### src/rtl/wide_reg_bridge.sv
module wide_reg_bridge #(
  parameter int ADDR_W  = 4,
  parameter int NUM_EXT = 2
) (
  input  logic                 clk,
  input  logic                 rst_n,
  input  logic [ADDR_W-1:0]    bus_addr,
  input  logic [7:0]           bus_wdata,
  input  logic                 bus_rd,
  input  logic                 bus_wr,
  output logic [7:0]           bus_rdata,
  input  logic                 cnt_en,
  output logic [15:0]          cnt_value,
  output logic [NUM_EXT-1:0]   ext_load,
  output logic [15:0]          ext_wdata,
  input  logic [16*NUM_EXT-1:0] ext_value
);
  localparam int NUM_REGS = NUM_EXT + 1;
  localparam int IDX_W = ADDR_W - 1;
  localparam logic [IDX_W-1:0] LAST_IDX = IDX_W'(NUM_REGS - 1);

  logic [7:0]  hold_q;
  logic [15:0] cnt_q;
  logic [15:0] sel_val;

  wire             is_hi  = bus_addr[0];
  wire [IDX_W-1:0] idx    = bus_addr[ADDR_W-1:1];
  wire             mapped = (idx <= LAST_IDX);
  wire             lo_rd  = bus_rd && !is_hi && mapped;
  wire             lo_wr  = bus_wr && !is_hi && mapped;
  wire             hi_wr  = bus_wr &&  is_hi && mapped;
  wire             cnt_wr = lo_wr && (idx == '0);

  always_comb begin
    sel_val = '0;
    if (idx == '0) sel_val = cnt_q;
    for (int k = 0; k < NUM_EXT; k++)
      if (idx == IDX_W'(k + 1)) sel_val = ext_value[k*16 +: 16];
  end

  assign bus_rdata = !(bus_rd && mapped) ? 8'h00 : (is_hi ? hold_q : sel_val[7:0]);

  always_ff @(posedge clk) begin
    if (!rst_n)     hold_q <= '0;
    else if (hi_wr) hold_q <= bus_wdata;
    else if (lo_rd) hold_q <= sel_val[15:8];
  end

  always_ff @(posedge clk) begin
    if (!rst_n)       cnt_q <= '0;
    else if (cnt_wr)  cnt_q <= {hold_q, bus_wdata};
    else if (cnt_en)  cnt_q <= cnt_q + 16'd1;
  end

  assign cnt_value = cnt_q;
  assign ext_wdata = {hold_q, bus_wdata};

  for (genvar g = 0; g < NUM_EXT; g++) begin : g_load
    assign ext_load[g] = lo_wr && (idx == IDX_W'(g + 1));
  end

  assert_lo_read_latch_R2: assert property (@(posedge clk) disable iff (!rst_n)
    lo_rd |=> hold_q == $past(sel_val[15:8]));
  assert_hi_no_load_R3: assert property (@(posedge clk) disable iff (!rst_n)
    (bus_wr && is_hi) |-> ext_load == '0);
  assert_hi_keeps_cnt_R3: assert property (@(posedge clk) disable iff (!rst_n)
    (bus_wr && is_hi && !cnt_en) |=> $stable(cnt_value));
  assert_load_onehot_R4: assert property (@(posedge clk) disable iff (!rst_n)
    $onehot0(ext_load));
  assert_wr_commit_R5: assert property (@(posedge clk) disable iff (!rst_n)
    cnt_wr |=> cnt_value == $past({hold_q, bus_wdata}));
  assert_unmapped_zero_R7: assert property (@(posedge clk) disable iff (!rst_n)
    (bus_rd && !mapped) |-> bus_rdata == 8'h00);
  assert_count_step_R8: assert property (@(posedge clk) disable iff (!rst_n)
    (cnt_en && !cnt_wr) |=> cnt_value == $past(cnt_value) + 16'd1);
  assert_idle_rdata_R9: assert property (@(posedge clk) disable iff (!rst_n)
    !bus_rd |-> bus_rdata == 8'h00);
endmodule

### config.mk
export PLATFORM = sky130hd
export DESIGN_NAME = wide_reg_bridge
export DESIGN_NICKNAME = d
export VERILOG_FILES = /design/src/rtl/wide_reg_bridge.sv
export SDC_FILE = /design/constraint.sdc
export NUM_CORES = 1
export LEC_CHECK = 0
export ABC_AREA = 1
export BUFFER_PORTS_ARGS = -buffer_cell sky130_fd_sc_hd__buf_2
export CAP_MARGIN = 5
export CORE_ASPECT_RATIO = 0.6
export CORE_UTILIZATION = 35
export DETAILED_ROUTE_END_ITERATION = 10
export GPL_ROUTABILITY_DRIVEN = 0
export PLACE_DENSITY = 0.67
export SLEW_MARGIN = 5
export SYNTH_ARGS = -nofsm -noshare
export SYNTH_HDL_FRONTEND = slang
export SYNTH_SLANG_ARGS = --single-unit
### constraint.sdc
create_clock -name clk -period 4.3 [get_ports clk]
set_clock_uncertainty 0.2 [all_clocks]
set_input_delay 0.86 -clock clk [delete_from_list [all_inputs] [get_ports clk]]
set_output_delay 0.86 -clock clk [all_outputs]
set_load 0.01 [all_outputs]
Word-level counts from Yosys, hierarchy flattened --
Cells that the tools add are included.
Storage, ports and cells: logic and storage cells 29, output and inout bits 42, input port bits 49, register bits after elaboration 24
Cells by class: $lt $le $gt $ge 1, reduce and logical (&&, ||, !) cells 14, equal/unequal tests 2, add/sub/neg operators 1, multiplexer cells 9
Operators with widths (number):
- 16-bit 2-to-1 mux | 5
- 8-bit 2-to-1 mux | 4
- 16-bit by 1-bit adder with 16-bit output (second input constant) | 1
- 1-bit logical AND | 10
- 2-bit nonzero test | 2
- 3-bit by 1-bit equality test with 1-bit output (second input constant) | 1
- 3-bit by 2-bit equality test with 1-bit output (second input constant) | 1
- 3-bit by 2-bit less-or-equal comparator with 1-bit output (second input constant) | 1
- 3-bit logical NOT | 1
- 1-bit logical NOT | 1

Logic depth before layout (Yosys ltp) --
Gate-level depths: netlist (run 1).
word-level depth 6, mapped depth 10, depth with buffers taken out 9

Least setup slack after synthesis (run 1) --
Ideal clock, no wire load.
kind input -> output, from input port bus_addr[2], to output port bus_rdata[4], data required time 3.240 ns, stages 6, setup slack 1.573 ns, arrival time 1.667 ns, path buffers 1, path through a21oi_2 buf_4 nand2_1 inv_2 o21ai_0 a41oi_1
Between the ends: longest elaborated chain between the ends 6, elaborated cells between the ends (all ways) 10, classes of those cells 1 x order compare; 2 x eq/ne; 5 x mux; 2 x reduce/logical
Ends and longest elaborated chain:
- start, declared | RTL line 7 | input logic [ADDR_W-1:0] bus_addr,
- 3-bit logical NOT | RTL line 36 | if (idx == '0) sel_val = cnt_q;
- 16-bit 2-to-1 mux | RTL line 36
- 16-bit 2-to-1 mux (2 in series) | RTL line 38 | if (idx == IDX_W'(k + 1)) sel_val = ext_value[k*16 +: 16];
- 8-bit 2-to-1 mux | RTL line 41 | assign bus_rdata = !(bus_rd && mapped) ? 8'h00 : (is_hi ? hold_q : sel_val[7:0]);
- 8-bit 2-to-1 mux (*) | RTL line 41
- end, declared | RTL line 11 | output logic [7:0] bus_rdata,
Mark *: on every way between the ends. The rest lies on a longest branch, timed or not.

Worst setup path in the final report (run 1) --
from input port bus_addr[1], to output port bus_rdata[3]
The elaborated chain is that of the path after synthesis.

==> results of run 1 <==
## cell usage in the layout (no fill, tap or decap)
cell | netlist | routed
sky130_fd_sc_hd__nand2_1 | 104 | 104
sky130_fd_sc_hd__buf_2 | 1 | 90
sky130_fd_sc_hd__nor2_1 | 64 | 64
sky130_fd_sc_hd__inv_1 | 40 | 40
sky130_fd_sc_hd__nand3_1 | 30 | 30
sky130_fd_sc_hd__o21ai_0 | 28 | 28
sky130_fd_sc_hd__dfxtp_1 | 24 | 24
sky130_fd_sc_hd__inv_2 | 8 | 8
sky130_fd_sc_hd__a41oi_1 | 8 | 8
sky130_fd_sc_hd__a21oi_1 | 8 | 8
sky130_fd_sc_hd__xor2_1 | 3 | 3
sky130_fd_sc_hd__nand4_1 | 3 | 3
sky130_fd_sc_hd__clkbuf_8 | 0 | 3
sky130_fd_sc_hd__nor2_4 | 2 | 2
sky130_fd_sc_hd__nand2_2 | 2 | 2
sky130_fd_sc_hd__nor2_2 | 2 | 2
sky130_fd_sc_hd__o21ai_1 | 2 | 2
sky130_fd_sc_hd__xnor2_1 | 2 | 2
sky130_fd_sc_hd__clkinv_1 | 1 | 1
sky130_fd_sc_hd__a21oi_2 | 1 | 1
sky130_fd_sc_hd__nand4_4 | 1 | 1
sky130_fd_sc_hd__a31oi_1 | 1 | 1
sky130_fd_sc_hd__o211ai_1 | 1 | 1
sky130_fd_sc_hd__o21ai_2 | 1 | 1
sky130_fd_sc_hd__a21boi_0 | 1 | 1
sky130_fd_sc_hd__nand3_2 | 1 | 1
sky130_fd_sc_hd__nor3_1 | 1 | 1
sky130_fd_sc_hd__ha_1 | 1 | 1
## flip-flops by register name, summed over array words and instances (netlist names)
register / cells
hold_q: 8
cnt_value: 16
## power by group
group / switching, mW / leakage [nW] / total [mW] / internal [mW]
sequential: 0.00991 / 0.194 / 0.238 / 0.228
clock: 0.0736 / 0.0216 / 0.136 / 0.0628
combinational: 0.0677 / 1.03 / 0.108 / 0.0405
total: 0.151 / 1.25 / 0.483 / 0.331
## synth_stat cells (all sizes together)
master,number,area share
a31oi,1,0.0031
inv,48,0.089
nand2,106,0.20
o211ai,1,0.0037
a21boi,1,0.0037
nor3,1,0.0025
buf,13,0.051
ha,1,0.0062
xnor2,2,0.0087
clkinv,1,0.0019
nand3,31,0.079
dfxtp,24,0.24
a41oi,8,0.035
xor2,3,0.013
a21oi,9,0.024
nand4,4,0.020
nor2,68,0.14
o21ai,31,0.079
clkbuf,3,0.0056
## critical path: cells and delay by family
kind,cells,cell delay [ps]
AO/OA/AOI/OAI,3,760
buffers and inverters,3,430
AND/OR/NAND/NOR,1,120
## final cells by class
cell class	count	area, um^2	area share
multi-input cells	267	1240	0.497
flip-flops and latches	24	480	0.193
repair buffers	90	450	0.181
inverters	49	184	0.0738
well taps	77	96.3	0.0387
clock buffers	3	41.3	0.0166
## kinds of logic after synthesis
| family | after synthesis | synth area share |
|---|---|---|
| AO/OA/AOI/OAI | 51 | 0.148 |
| XOR/XNOR | 5 | 0.0217 |
| adder cells (fa/ha/maj) | 1 | 0.00620 |
| buffers and inverters | 65 | 0.148 |
| flip-flops | 24 | 0.238 |
| AND/OR/NAND/NOR | 210 | 0.438 |
## final timing paths
kind / startpoint / end / depth (start not counted)
setup reg to reg: cnt_value[0] / cnt_value[14] / 8
hold / removal: cnt_value[1] / cnt_value[1] / 2
setup / recovery: bus_addr[1] / bus_rdata[3] / 7
hold reg to reg: cnt_value[1] / cnt_value[1] / 2
## metal layers
layer  part of all wire  GRT usage  vias to the layer above  wire (um)
met3              0.094     0.0449                        0        661
met1               0.51      0.358                     1143       3580
met4                  0     0.0186                        0          0
met2               0.40      0.376                      135       2780
li1                   -          -                     1277          -
met5                  0          0                        -          0
## per-stage QoR
stage | worst slack [ps] | util | hold slack, ps
detailed placement | 1100 | 0.462 | 353
floorplan | 1570 | - | 336
CTS | 1100 | 0.470 | 366
finish | 1060 | 0.470 | 375
global route | 959 | 0.470 | 384
global placement | 1140 | 0.462 | 345
==> parameters.txt, run 1 <==
Parameter                              Value

Status
  Outcome    completed

Floorplan
  Top-Level Pins    91
  Std cell rows    20
  Die outline area    6080 um^2
  Height of the die    60.8 um
  Std-Cell Core Area    5310 um^2
  Die extent in x    100 um
  Starting density of the core    0.380

Place
  Number of port buffers    90
  Half-perimeter wire length after placement    5660 um
  Instance area after placement    2450 um^2
  Number of cells in the design after placement    507

Clock tree
  Number of buffers inserted by hold repair at cts    0
  Clock slew at reported path FFs    80 ps
  TritonCTS clock tree    yes
  Number of clock sinks    24
  Number of gates resized after CTS    0
  Worst-Skew Late Latency    270 ps
  Number of buffers created by CTS    3
  CTS max path bufs    2
  H-tree levels    1
  Setup repair bufs after CTS    0
  Root Buffer    sky130_fd_sc_hd__clkbuf_8

Pwr
  Post-layout total power    483 uW
  Pwr per Cell Area    194 nW/um^2
  Peak ir drop on the vdd network    0.103 mV
  Leakage    1.25 nW

GRT
  Initial antenna violation count    0
  Via count of the first global-routing pass    2240
  Largest net degree at the start of global routing    21
  Aggregate global-route resource usage    0.240
  Global-route wire length before repair    11100 um
  Overflow after GRT    0

Timing
  Setup repair after global routing missed its margin    no
  Final worst-path cycle share    0.754
  Number of hold violations in the final report    0
  Final min period    3240 ps
  Total setup violations reported at the end of the flow    0
  Fmax    0.308 GHz
  Transition time at the pin with the least slew margin    659 ps
  Final slew viol count    0
  Setup TNS    0 ps
  Slew Limit Headroom    0.560

Logic synthesis
  Yosys warning total    0
  Post-synthesis instance total    356
  Proportion of synthesized chip area in sequential cells    0.238
  Yosys reg bits    24
  Synth Cell Area    2020 um^2
  Synthesized area per cell    5.67 um^2
  Synth Net Count    406
  Count of different cell masters after synthesis    30

Layout
  # diodes    0
  Net count of the finished layout    485
  Layout area overhead    23.5%
  Design Area, Final    2490 um^2
  Final std cells w/o fill    510
  Filler cells    579
  Share of post-route cells with drive strength above 1    0.256

Worst setup path
  Slowest stage cell, crit path    sky130_fd_sc_hd__a21oi_2
  Critical path launch point type    input port
  Nature of the critical path endpoint    primary output
  Ordered list of cells on the worst path    buf_2, a21oi_2, nand2_1, inv_2, o21ai_0, a41oi_1, buf_2
  Start-to-end type of the worst setup path    input port to primary output
  Maximum net fanout on the critical path    12
  Arrival time at the worst endpoint    2180 ps
  R2r setup slk    2440 ps
  Slowest stage delay, CP    440 ps
  CP required    3240 ps
  Crit path top cell by count    sky130_fd_sc_hd__buf_2

Routing
  Count of TritonRoute iterations in the first routing pass    4
  Sum of routed wire length over all layers    7020 um
  Avg Vias per Cell    5.01
  Via total after detailed routing    2555
  DRT iter0 DRCs    195
  Drt wl/cell    13.8 um
  Antenna violation net count after detailed routing    0
  Count of unresolved DRC violations after routing    0

Min path
  Hold Crit Class    register to register

Flow run
  Max-cap check violation count    0
Power figures use the tool's default switching activity.
==> run 2, diff against run 1 <==
- clock period: 4.3 -> 3.4 ns (I/O delays scaled with it)
==> parameters.txt, run 2 (synthesized netlist as in run 1, its figures left out) <==
Parameter                              Value

Worst setup path
  Crit path from    bus_addr[3]
  Nature of the critical path endpoint    primary output
  R2r setup slk    1590 ps (-850 ps)
  Arrival time at the worst endpoint    1920 ps (-260 ps)
  Cells on worst reg2reg path    8 (unchanged)
  Maximum net fanout on the critical path    9 (-3)
  Terminus of the critical flop-to-flop path    cnt_value[14]
  CP required    2520 ps (-720 ps)
  Beginning of the worst register-to-register path    cnt_value[0]
  Critical path launch point type    input port
  Start-to-end type of the worst setup path    input port to primary output

Routing
  Wire length on met3    873 um (+32%)
  DRT iter0 DRCs    194 (-0.51%)
  Drt wl/cell    13.9 um (+1.3%)
  Sum of routed wire length over all layers    7120 um (+1.5%)
  Antenna violation net count after detailed routing    0 (unchanged)
  Wl on met1    3420 um (-4.4%)
  Count of TritonRoute iterations in the first routing pass    5 (+1)
  DR top layer    met3
  Met2 wirelength from detailed routing    2820 um (+1.7%)
  Count of unresolved DRC violations after routing    0 (unchanged)
  Avg Vias per Cell    5.04 (+0.59%)
  Via total after detailed routing    2575 (+0.78%)

Clock tree
  H-tree levels    1 (unchanged)
  Number of clock sinks    24 (unchanged)
  Clock slew at reported path FFs    80 ps (about the same)
  Root Buffer    sky130_fd_sc_hd__clkbuf_8
  TritonCTS clock tree    yes
  Number of gates resized after CTS    0 (unchanged)
  Number of buffers created by CTS    3 (unchanged)
  CTS max path bufs    2 (unchanged)
  Worst-Skew Late Latency    270 ps (about the same)
  Number of buffers inserted by hold repair at cts    0 (unchanged)
  Setup repair bufs after CTS    0 (unchanged)

Floorplan
  Starting density of the core    0.380 (unchanged)
  Std-Cell Core Area    5310 um^2 (unchanged)
  Std cell rows    20 (unchanged)
  Die extent in x    100 um (unchanged)
  Height of the die    60.8 um (unchanged)
  Die outline area    6080 um^2 (unchanged)
  Top-Level Pins    91 (unchanged)

Timing
  Final slew viol count    0 (unchanged)
  Final min period    2800 ps
  Total setup violations reported at the end of the flow    0 (unchanged)
  Transition time at the pin with the least slew margin    669 ps (+10.3 ps)
  Number of hold violations in the final report    0 (unchanged)
  Final worst-path cycle share    0.822
  Setup TNS    0 ps (unchanged)
  Fmax    0.358 GHz
  Setup repair after global routing missed its margin    no
  Slew Limit Headroom    0.553 (-0.00685)

Pwr
  Post-layout total power    610 uW (+26%)
  Leakage    1.26 nW (+0.40%)
  Pwr per Cell Area    244 nW/um^2 (+26%)
  Peak ir drop on the vdd network    0.151 mV (+46%)

Place
  Number of port buffers    90 (unchanged)
  Half-perimeter wire length after placement    5690 um (+0.53%)

Layout
  Flip-flop count of the largest register, all copies and words added    16 (unchanged)
  Filler cells    604 (+4.3%)
  Seq. cell area    480 um^2 (unchanged)
  Multi-input logic area    1240 um^2 (unchanged)
  Net count of the finished layout    486 (+0.21%)
  Share of post-route cells with drive strength above 1    0.258 (+0.00171)
  # diodes    0 (unchanged)
  Layout area overhead    23.9%
  Most used cells in the layout excluding fill and tap cells    104 x sky130_fd_sc_hd__nand2_1, 90 x sky130_fd_sc_hd__buf_2, 64 x sky130_fd_sc_hd__nor2_1
  Leading cell type in the layout, fill and taps excluded    sky130_fd_sc_hd__nand2_1

GRT
  Aggregate global-route resource usage    0.243 (+0.00266)
  Largest net degree at the start of global routing    21 (unchanged)
  Initial antenna violation count    0 (unchanged)
  Via count of the first global-routing pass    2264 (+1.1%)
  Global-route wire length before repair    11200 um (+1.0%)
  Overflow after GRT    0 (unchanged)

Status
  Outcome    completed

Flow run
  Max-cap check violation count    0 (unchanged)

Min path
  Hold Crit Class    register to register
  WHS Path Cells    2 (unchanged)
  Hold_sp    cnt_value[0]
  Hold endpoint    cnt_value[0]
[run 2: layout make-up]
cell class | instances | area share
repair buffers | 91 | 0.183
well taps | 77 | 0.0386
clock buffers | 3 | 0.0165
inverters | 49 | 0.0736
multi-input cells | 267 | 0.496
flip-flops and latches | 24 | 0.192
[run 2: critical path: stages]
cell and delay [ps]:
sky130_fd_sc_hd__buf_2 130, sky130_fd_sc_hd__nor2_4 160, sky130_fd_sc_hd__nand2_1 200, sky130_fd_sc_hd__inv_1 270, sky130_fd_sc_hd__nand2_1 90, sky130_fd_sc_hd__a41oi_1 220
sky130_fd_sc_hd__buf_2 170
[run 2: through the flow]
step	area (um^2)	hold slack (ps)	util	std cells	worst slack, ps
finish	2500	357	0.471	511	605
global route	2500	395	0.471	511	504
CTS	2500	360	0.471	511	604
detailed placement	2460	349	0.463	508	601
global placement	2460	346	0.463	508	652
floorplan	2020	336	-	356	1030
[run 2: worst max path at each step]
stage / depth (start not counted) / to / slack [ps]
2_1_floorplan: 6 / bus_rdata[4] / 1030
3_3_place_gp: 7 / bus_rdata[6] / 650
3_5_place_dp: 7 / bus_rdata[6] / 600
4_1_cts: 7 / bus_rdata[6] / 600
5_1_grt: 7 / bus_rdata[6] / 500
6_report: 7 / bus_rdata[6] / 600
[run 2: layer usage]
layer  track usage  vias to the layer above
li1              -                     1278
met1         0.357                     1155
met2         0.380                      142
met3        0.0611                        0
met4       0.00621                        0
met5             0                        -
[run 2: where the power goes]
group	switching (mW)	internal, mW	total [mW]
sequential	0.0124	0.289	0.301
clock	0.0915	0.0793	0.171
combinational	0.0860	0.0522	0.138
